==> src/rtl/selfprog_pkg.sv <==
`timescale 1ns/1ps
package selfprog_pkg;
    // Register bit positions (software-visible layout)
    localparam int unsigned B_EN    = 0;
    localparam int unsigned B_ERASE = 1;
    localparam int unsigned B_WRITE = 2;
    localparam int unsigned B_LOCK  = 3;
    localparam int unsigned B_REEN  = 4;
    localparam int unsigned B_RSVD  = 5;
    localparam int unsigned B_BUSY  = 6;
    localparam int unsigned B_IE    = 7;

    typedef enum logic [1:0] {
        ST_IDLE  = 2'd0,
        ST_ARMED = 2'd1,
        ST_PROG  = 2'd2
    } sp_state_e;

    typedef enum logic [2:0] {
        CMD_LOAD  = 3'd0,
        CMD_ERASE = 3'd1,
        CMD_WRITE = 3'd2,
        CMD_LOCK  = 3'd3,
        CMD_REEN  = 3'd4
    } sp_cmd_e;
endpackage

==> src/rtl/sp_cmd_decode.sv <==
`timescale 1ns/1ps
// Classifies a register write: is it a valid arming write, and which command.
module sp_cmd_decode
    import selfprog_pkg::*;
(
    input  logic [7:0] wdata,
    output logic       arm,
    output sp_cmd_e    cmd
);
    logic [3:0] cmd_bits;

    always_comb begin
        cmd_bits = {wdata[B_REEN], wdata[B_LOCK], wdata[B_WRITE], wdata[B_ERASE]};
        // at most one command bit may accompany the enable
        arm      = wdata[B_EN] && ((cmd_bits & (cmd_bits - 4'd1)) == 4'd0);
        if (cmd_bits[0])      cmd = CMD_ERASE;
        else if (cmd_bits[1]) cmd = CMD_WRITE;
        else if (cmd_bits[2]) cmd = CMD_LOCK;
        else if (cmd_bits[3]) cmd = CMD_REEN;
        else                  cmd = CMD_LOAD;
    end
endmodule

==> src/rtl/sp_window.sv <==
`timescale 1ns/1ps
// Counts edges spent in the armed state; flags the last strobe edge and the
// shorter readback window.
module sp_window #(
    parameter int unsigned WIN    = 4,
    parameter int unsigned RD_WIN = 3,
    localparam int unsigned CW    = $clog2(WIN + 1)
) (
    input  logic          clk,
    input  logic          rst_n,
    input  logic          run,
    output logic [CW-1:0] cnt,
    output logic          expire,
    output logic          rd_open
);
    always_ff @(posedge clk or negedge rst_n) begin
        if (!rst_n)    cnt <= '0;
        else if (!run) cnt <= '0;
        else           cnt <= cnt + 1'b1;
    end

    always_comb begin
        expire  = run && (cnt == CW'(WIN - 1));
        rd_open = run && (cnt < CW'(RD_WIN));
    end
endmodule

==> src/rtl/sp_region.sv <==
`timescale 1ns/1ps
// Tracks the read-while-write busy flag and the partly-filled page buffer.
module sp_region (
    input  logic clk,
    input  logic rst_n,
    input  logic prog_go,
    input  logic load_go,
    input  logic reen_go,
    input  logic reen_arm,
    output logic busy,
    output logic loading
);
    always_ff @(posedge clk or negedge rst_n) begin
        if (!rst_n)                 busy <= 1'b0;
        else if (prog_go)           busy <= 1'b1;
        else if (load_go || reen_go) busy <= 1'b0;
    end

    always_ff @(posedge clk or negedge rst_n) begin
        if (!rst_n)                                    loading <= 1'b0;
        else if (load_go)                              loading <= 1'b1;
        else if (reen_arm || reen_go || prog_go)       loading <= 1'b0;
    end
endmodule

==> src/rtl/selfprog_ctl.sv <==
`timescale 1ns/1ps
module selfprog_ctl
    import selfprog_pkg::*;
#(
    parameter int unsigned WIN    = 4,
    parameter int unsigned RD_WIN = 3,
    parameter int unsigned DW     = 8,
    localparam int unsigned CW    = $clog2(WIN + 1)
) (
    input  logic          clk,
    input  logic          rst_n,
    input  logic          reg_wr,
    input  logic [7:0]    reg_wdata,
    output logic [7:0]    reg_rdata,
    input  logic          gie,
    input  logic          store_stb,
    input  logic          load_stb,
    input  logic          z0,
    input  logic [DW-1:0] r0_data,
    input  logic [DW-1:0] fuse_bits,
    input  logic          fc_done,
    output logic          fc_erase_go,
    output logic          fc_write_go,
    output logic          pgload_go,
    output logic          pbuf_clr,
    output logic          rww_busy,
    output logic          pbuf_loading,
    output logic [DW-1:0] lock_bits,
    output logic          rd_valid,
    output logic [DW-1:0] rd_data,
    output logic          irq
);
    sp_state_e     st_q, st_d;
    sp_cmd_e       cmd_q, dec_cmd;
    logic          dec_arm;
    logic          ie_q;
    logic [CW-1:0] cnt;
    logic          expire, rd_open;
    logic          arm_go, exec;
    logic          prog_go, load_go, reen_go;
    logic          en;

    sp_cmd_decode u_dec (
        .wdata (reg_wdata),
        .arm   (dec_arm),
        .cmd   (dec_cmd)
    );

    sp_window #(.WIN(WIN), .RD_WIN(RD_WIN)) u_win (
        .clk     (clk),
        .rst_n   (rst_n),
        .run     (st_q == ST_ARMED),
        .cnt     (cnt),
        .expire  (expire),
        .rd_open (rd_open)
    );

    always_comb begin
        arm_go  = (st_q == ST_IDLE) && reg_wr && dec_arm;
        exec    = (st_q == ST_ARMED) && store_stb;
        prog_go = exec && (cmd_q == CMD_ERASE || cmd_q == CMD_WRITE);
        load_go = exec && (cmd_q == CMD_LOAD);
        reen_go = exec && (cmd_q == CMD_REEN);
    end

    sp_region u_reg (
        .clk      (clk),
        .rst_n    (rst_n),
        .prog_go  (prog_go),
        .load_go  (load_go),
        .reen_go  (reen_go),
        .reen_arm (arm_go && dec_cmd == CMD_REEN),
        .busy     (rww_busy),
        .loading  (pbuf_loading)
    );

    // next state
    always_comb begin
        st_d = st_q;
        unique case (st_q)
            ST_IDLE:  if (arm_go) st_d = ST_ARMED;
            ST_ARMED: begin
                if (prog_go)        st_d = ST_PROG;   // launch
                else if (exec)      st_d = ST_IDLE;   // fire
                else if (expire)    st_d = ST_IDLE;   // lapse
            end
            ST_PROG:  if (fc_done) st_d = ST_IDLE;    // finish
            default:  st_d = ST_IDLE;
        endcase
    end

    // state register and the command latched with it
    always_ff @(posedge clk or negedge rst_n) begin
        if (!rst_n) begin
            st_q  <= ST_IDLE;
            cmd_q <= CMD_LOAD;
        end else begin
            st_q <= st_d;
            if (arm_go)              cmd_q <= dec_cmd;
            else if (st_d == ST_IDLE) cmd_q <= CMD_LOAD;
        end
    end

    // registered outputs
    always_ff @(posedge clk or negedge rst_n) begin
        if (!rst_n) begin
            ie_q        <= 1'b0;
            fc_erase_go <= 1'b0;
            fc_write_go <= 1'b0;
            pgload_go   <= 1'b0;
            pbuf_clr    <= 1'b0;
            lock_bits   <= '0;
            rd_valid    <= 1'b0;
            rd_data     <= '0;
        end else begin
            if (reg_wr) ie_q <= reg_wdata[B_IE];
            fc_erase_go <= exec && cmd_q == CMD_ERASE;
            fc_write_go <= exec && cmd_q == CMD_WRITE;
            pgload_go   <= load_go;
            pbuf_clr    <= reen_go;
            if (exec && cmd_q == CMD_LOCK) lock_bits <= r0_data;
            rd_valid <= load_stb && rd_open && cmd_q == CMD_LOCK;
            if (load_stb && rd_open && cmd_q == CMD_LOCK)
                rd_data <= z0 ? fuse_bits : lock_bits;
        end
    end

    // readback and interrupt
    always_comb begin
        en                 = (st_q != ST_IDLE);
        reg_rdata          = '0;
        reg_rdata[B_IE]    = ie_q;
        reg_rdata[B_BUSY]  = rww_busy;
        reg_rdata[B_RSVD]  = 1'b0;
        reg_rdata[B_REEN]  = en && cmd_q == CMD_REEN;
        reg_rdata[B_LOCK]  = en && cmd_q == CMD_LOCK;
        reg_rdata[B_WRITE] = en && cmd_q == CMD_WRITE;
        reg_rdata[B_ERASE] = en && cmd_q == CMD_ERASE;
        reg_rdata[B_EN]    = en;
        irq                = ie_q && gie && !en;
    end
endmodule

==> config.mk <==
export PLATFORM = sky130hd
export DESIGN_NAME = selfprog_ctl
export DESIGN_NICKNAME = d
export VERILOG_FILES = /design/src/rtl/selfprog_pkg.sv /design/src/rtl/sp_cmd_decode.sv /design/src/rtl/sp_window.sv /design/src/rtl/sp_region.sv /design/src/rtl/selfprog_ctl.sv
export SDC_FILE = /design/constraint.sdc
export NUM_CORES = 1
export LEC_CHECK = 0
export BUFFER_PORTS_ARGS = -buffer_cell sky130_fd_sc_hd__buf_4
export CAP_MARGIN = 0
export CORE_AREA = 8 8 84 86
export CTS_CLUSTER_DIAMETER = 30
export DETAILED_ROUTE_END_ITERATION = 7
export DIE_AREA = 0 0 92 94
export MAX_ROUTING_LAYER = met4
export REMOVE_ABC_BUFFERS = 1
export SYNTH_ARGS = -nofsm -noshare
export SYNTH_HDL_FRONTEND = slang
export SYNTH_HIERARCHICAL = 1
export SYNTH_SLANG_ARGS = --single-unit
export TNS_END_PERCENT = 30
==> constraint.sdc <==
create_clock -name clk -period 2.55 [get_ports clk]
set_input_delay 0.1275 -clock clk [delete_from_list [all_inputs] [get_ports clk]]
set_output_delay 0.1275 -clock clk [all_outputs]
set_load 0.01 [all_outputs]
# Word-level counts from Yosys, hierarchy flattened
# Cells that the tools add are included.
[word_totals]
memories = 0
elab_cells = 77
ramBits = 0
latchBits = 0
romBits = 0
reg_bits = 32
out_inout_bits = 32
[op_classes]
reduce_logical = 34
eq_ne = 8
add_sub_neg = 2
n_div = 0
bitwise_logic = 1
magnitude_cmp = 1
multipliers = 0
shift = 0
muxes = 18
[op_table]
columns = ["op", "count"]
rows = [
  ["logical AND 1 bit", 21],
  ["two-way mux 3 bit", 7],
  ["two-way mux 2 bit", 5],
  ["== test 3 x 2 -> 1 bit, second input constant", 3],
  ["two-way mux 8 bit", 1],
  ["nonzero test 2 bit", 4],
  ["== test 3 bit, second input constant", 2],
  ["case mux 2 bit (3 select lines)", 1],
  ["bitwise AND 4 bit", 1],
  ["logical NOT 2 bit", 2],
  ["logical NOT 4 bit", 1],
  ["logical OR 1 bit", 4],
  ["two-way mux 1 bit", 4],
  ["subtractor 4 x 1 -> 4 bit, second input constant", 1],
  ["adder 3 x 1 -> 3 bit, second input constant", 1],
  ["== test 3 x 1 -> 1 bit, second input constant", 1],
  ["logical NOT 3 bit", 1],
  ["< comparator 3 x 2 -> 1 bit, second input constant", 1],
  ["== test 2 x 1 -> 1 bit, second input constant", 1],
  ["== test 2 bit, second input constant", 1],
  ["logical NOT 1 bit", 1],
]

# Depth between registers and ports, before layout
[logic_depth]
ltp_word = 10
mapped_depth = 8

# By module
# The synthesis kept the hierarchy.
[by_module_without_submodules]
columns = ["module", "instances", "seq_area_each_um2", "area_each_um2", "cells_per_inst"]
rows = [
  ["selfprog_ctl", 1, 675.6, 1233.7, 108],
  ["sp_window", 1, 75.1, 142.6, 12],
  ["sp_region", 1, 50.0, 76.3, 6],
  ["sp_cmd_decode", 1, 0.0, 51.3, 8],
]

# Worst setup path before layout
# No wires, ideal clock.
[synth_path]
kind = "register to register"
from = "register st_q[0]"
to = "register rd_data[6]"
path_stages_with_launch = 9
path_slack_ns = 1.042
setup_time_ns = 0.077
t_arrival_ns = 1.430
required_ns = 2.473
period_less_slack_ns = 1.508
cell_sequence = "dfrtp_1 > nor2b_1 > inv_2 > a211oi_2 > nand2_1 > nor2_4 > buf_4 > nor2_1 > a21oi_1"
[synth_via]
elab_chain_cells = 4
[synth_lines]
columns = ["element", "line", "source"]
rows = [
  ["from (decl)", "selfprog_ctl.sv:33", "sp_state_e st_q, st_d;"],
  ["from (signal assigned)", "selfprog_ctl.sv:98", "st_q <= st_d;"],
  ["== test 2 x 1 -> 1 bit", "selfprog_ctl.sv:52", ".run (st_q == ST_ARMED),"],
  ["logical AND 1 bit", "sp_window.sv:24", "rd_open = run && (cnt < CW'(RD_WIN));"],
  ["via rd_open", "selfprog_ctl.sv:38", "logic expire, rd_open;"],
  ["logical AND 1 bit (2 in series)", "selfprog_ctl.sv:123", "if (load_stb && rd_open && cmd_q == CMD_LOCK)"],
  ["to (signal assigned)", "selfprog_ctl.sv:124", "rd_data <= z0 ? fuse_bits : lock_bits;"],
  ["to (decl)", "selfprog_ctl.sv:30", "output logic [DW-1:0] rd_data,"],
]
# The timed path passes the listed nets, and every way through them passes these cells.
# A chain may end at the register's enable or synchronous reset.

# Worst setup path after layout
[layout_path]
from = "register cmd_q[0]"
to = "output port reg_rdata[1]"
[layout_via]
elab_chain_cells = 2
[layout_lines]
columns = ["element", "line", "source"]
rows = [
  ["from (decl)", "selfprog_ctl.sv:34", "sp_cmd_e cmd_q, dec_cmd;"],
  ["from (signal assigned)", "selfprog_ctl.sv:99", "if (arm_go) cmd_q <= dec_cmd;"],
  ["== test 3 x 1 -> 1 bit", "selfprog_ctl.sv:138", "reg_rdata[B_ERASE] = en && cmd_q == CMD_ERASE;"],
  ["logical AND 1 bit", "selfprog_ctl.sv:138", ""],
  ["to (decl)", "selfprog_ctl.sv:14", "output logic [7:0] reg_rdata,"],
]
# No other way between the ends.

==> flow_summary.json <==
{
  "status": "complete, no violations",
  "worstHoldStart": "reg_wdata[7]",
  "slew_violations": 0,
  "drc": 0,
  "dr_total_vias": 1146,
  "num_antenna_cells": 0,
  "row_count": 28,
  "placed_cells": 262,
  "place_congestion": 0.7377,
  "area_growth_pct": 40.77,
  "grt_usage_pct": 8.925,
  "crit_chain": "or3b_2 -> nor2_1 -> buf_4",
  "drt-vias-per-instance": 4.229,
  "pin_count": 64,
  "core_sq_um": 5746,
  "worstReg2RegEnd": "rd_data[1]",
  "wl_microns": 3633,
  "fin_nets": 229,
  "grt-ovfl-total": 0,
  "synth_area_sq_um": 1504,
  "maxCapViolations": 0,
  "reg2reg_slack_ps": 910,
  "io_buffers": 60,
  "tightest_slew_ps": 500.5,
  "power.leakage_uw": 0.001156,
  "setup-violations-final": 0,
  "instances_no_fill": 271,
  "final_layout_size_suffix_gt1_share_pct": 45.41,
  "grt_max_degree": 33,
  "m1WireLength_microns": 1818,
  "die_area_sq_um": 8648,
  "met3_length_microns": 228,
  "worstSetupStartpointType": "flop",
  "die_h_microns": 94,
  "cts_resized": 0,
  "dp_hpwl_microns": 2863,
  "cts_tree": "built",
  "worst_ir_drop_vdd_v": 0.0002124,
  "post-route-period-util_pct": 64.68,
  "critPathMaxFanout": 7,
  "critPathTopFamily": "simple AND/OR/NAND/NOR gates",
  "tns_ps": 0,
  "crit_required_ps": 2420,
  "yosysWarnings": 6,
  "finalInstanceArea_sq_um": 2117,
  "place_ws_ps": 875.4,
  "fin_crit_ps": 1649,
  "cts-htree-levels": 2,
  "setup.worst_path.end_class": "output port",
  "avgSynthCellArea_sq_um": 11.22,
  "synth.distinct_cells": 32,
  "cts_buffers": 5,
  "ant_nets": 0,
  "grt_pass1_vias": 1190,
  "synthesis.instances": 134,
  "power.density_nw_per_um2": 538.4,
  "critical_path.slowest_cell": "or3b_2",
  "hold_viol_final": 0,
  "root_buffer": "clkbuf_8",
  "reg2regPathDepth": 7,
  "hold_path_class": "in -> reg",
  "wl_per_cell_microns": 13.41,
  "cts_buffer_depth": 2,
  "crit_type": "reg -> out",
  "post_cts_buffers": 0,
  "antenna_found_initial": 0,
  "setup_ws_ps": 900.6,
  "clk-insertion-delay-late_ps": 280,
  "placed_area_sq_um": 1999,
  "max-slew-margin-rel_pct": 66.16,
  "cpPeakStageDelay_ps": 500,
  "timing.rr.start": "st_q[0]",
  "dr.pass1.iters": 4,
  "rsz0062_at_grt": "no",
  "drtIter0Drc": 17,
  "hold_path_depth": 2,
  "top_layer_used": "met4",
  "grt_first_pass_wirelength_microns": 5961,
  "crit_buf_inv": 1,
  "clk_transition_reported_paths_ps": 60,
  "fmax_mhz": 606.3,
  "die_w_microns": 92,
  "min_to": "ie_q",
  "ys_seq_area_share_pct": 53.24,
  "fin_worst_skew_ps": 5.499,
  "met2_length_microns": 1542,
  "synth-seq-cells": 32,
  "initial_core_util_pct": 26.18,
  "cp.arrival_ps": 1520,
  "cts_sinks": 32
}
[power breakdown]
group	switching (uW)	total, uW	internal [uW]	leakage, uW
clock network	180	470	290	0.0000552
registers	12.2	534	522	0.000438
logic	60.4	136	75.3	0.000662
total	253	1140	887	0.00116
[state kept, by name, indices dropped and copies added (netlist names)]
name and cells:
rd_valid 1, u_win/cnt 3, cmd_q 3, u_reg/busy 1, st_q 2, rd_data 8, fc_write_go 1, lock_bits 8
pgload_go 1, ie_q 1, u_reg/loading 1, pbuf_clr 1, fc_erase_go 1
[worst max path at each step]
stage	startpoint	endpoint	slack, ps	cells after the start
finish	cmd_q[0]	reg_rdata[1]	900	3
global route	st_q[0]	rd_data[4]	700	7
floorplan	st_q[0]	u_reg/loading	1050	6
global placement	st_q[0]	rd_data[2]	900	7
detailed placement	st_q[0]	rd_data[1]	880	7
CTS	st_q[0]	rd_data[1]	870	7
[placed cells by master (no fill, tap or decap), drive strengths merged, types with 2 or more instances in the layout]
cell / instances
inv: 5
nor4b: 2
nand3b: 2
and3: 2
mux2: 9
a21o: 2
dfrtp: 32
a21oi: 8
and2: 2
mux2i: 8
nor2: 27
a22o: 3
buf: 61
clkbuf: 6
a211oi: 3
nand2: 8
ha: 2
[stage by stage]
stage,total power (uW),utilization (%),hold WS (ps)
2_1_floorplan,593.7,-,-168.1
3_3_place_gp,680.5,34.80,93.15
3_5_place_dp,681.5,34.80,96.87
4_1_cts,1160,36.85,69.21
5_1_grt,1196,36.85,70.06
6_report,1140,36.85,79.49
[timing repair]
item / 4_1_cts / 5_1_grt
hold buffers: 1 / 0
hold endpoints to repair: 32 / 0
endpoints found under the setup margin: 0 / 0
[synth_stat cells]
cell type | count | area [sq um]
dfrtp_1 | 32 | 800.8
or3b_2 | 1 | 8.760
ha_1 | 2 | 25.02
conb_1 | 1 | 3.750
nand2b_1 | 1 | 6.260
a21oi_1 | 8 | 40.04
inv_2 | 1 | 3.750
a21o_2 | 1 | 8.760
clkbuf_1 | 1 | 3.750
a21o_1 | 1 | 7.510
o21a_1 | 1 | 7.510
nor2b_1 | 1 | 6.260
and2_2 | 2 | 15.01
nor2_1 | 25 | 93.84
nand3_2 | 1 | 10.01
and3_1 | 2 | 12.51
nor4b_1 | 2 | 17.52
or3_4 | 1 | 11.26
nor2_4 | 2 | 22.52
xnor2_1 | 1 | 8.760
mux2i_1 | 8 | 80.08
nor3_1 | 1 | 5.000
or2_1 | 1 | 6.260
buf_4 | 7 | 52.55
nand2_1 | 8 | 30.03
nor4_1 | 1 | 6.260
mux2_2 | 9 | 101.4
a211oi_1 | 2 | 15.01
a211oi_2 | 1 | 12.51
inv_1 | 4 | 15.01
nand3b_4 | 2 | 40.04
a22o_1 | 3 | 26.28
[final cells by class]
class | count | area [sq um]
clock buffer | 6 | 72.57
clock inverter | 2 | 35.03
fill | 613 | 3628
inverter | 5 | 18.77
multi-input combinational | 89 | 628.1
sequential | 32 | 800.8
tap | 75 | 93.84
timing repair buffer | 62 | 467.9
[cells by family (layout without fill, tap and decap cells)]
family                   Yosys count  in the layout  share of synthesized area (%)
flip-flops                        32             32                          53.24
XOR/XNOR                           1              1                         0.5825
multiplexers                      17             17                          12.06
AO/OA/AOI/OAI                     17             17                          7.821
adder cells (fa/ha/maj)            2              2                          1.664
buffers and inverters             13             75                          4.991
other                              1              1                         0.2493
AND/OR/NAND/NOR                   51             51                          19.39
[per-layer routing]
layer	track usage [%]	vias to the layer above
li1	-	567
met1	11.26	519
met2	12.93	52
met3	3.038	8
met4	3.221	0
met5	-	-
No activity file was read; power rests on OpenSTA's default activity.
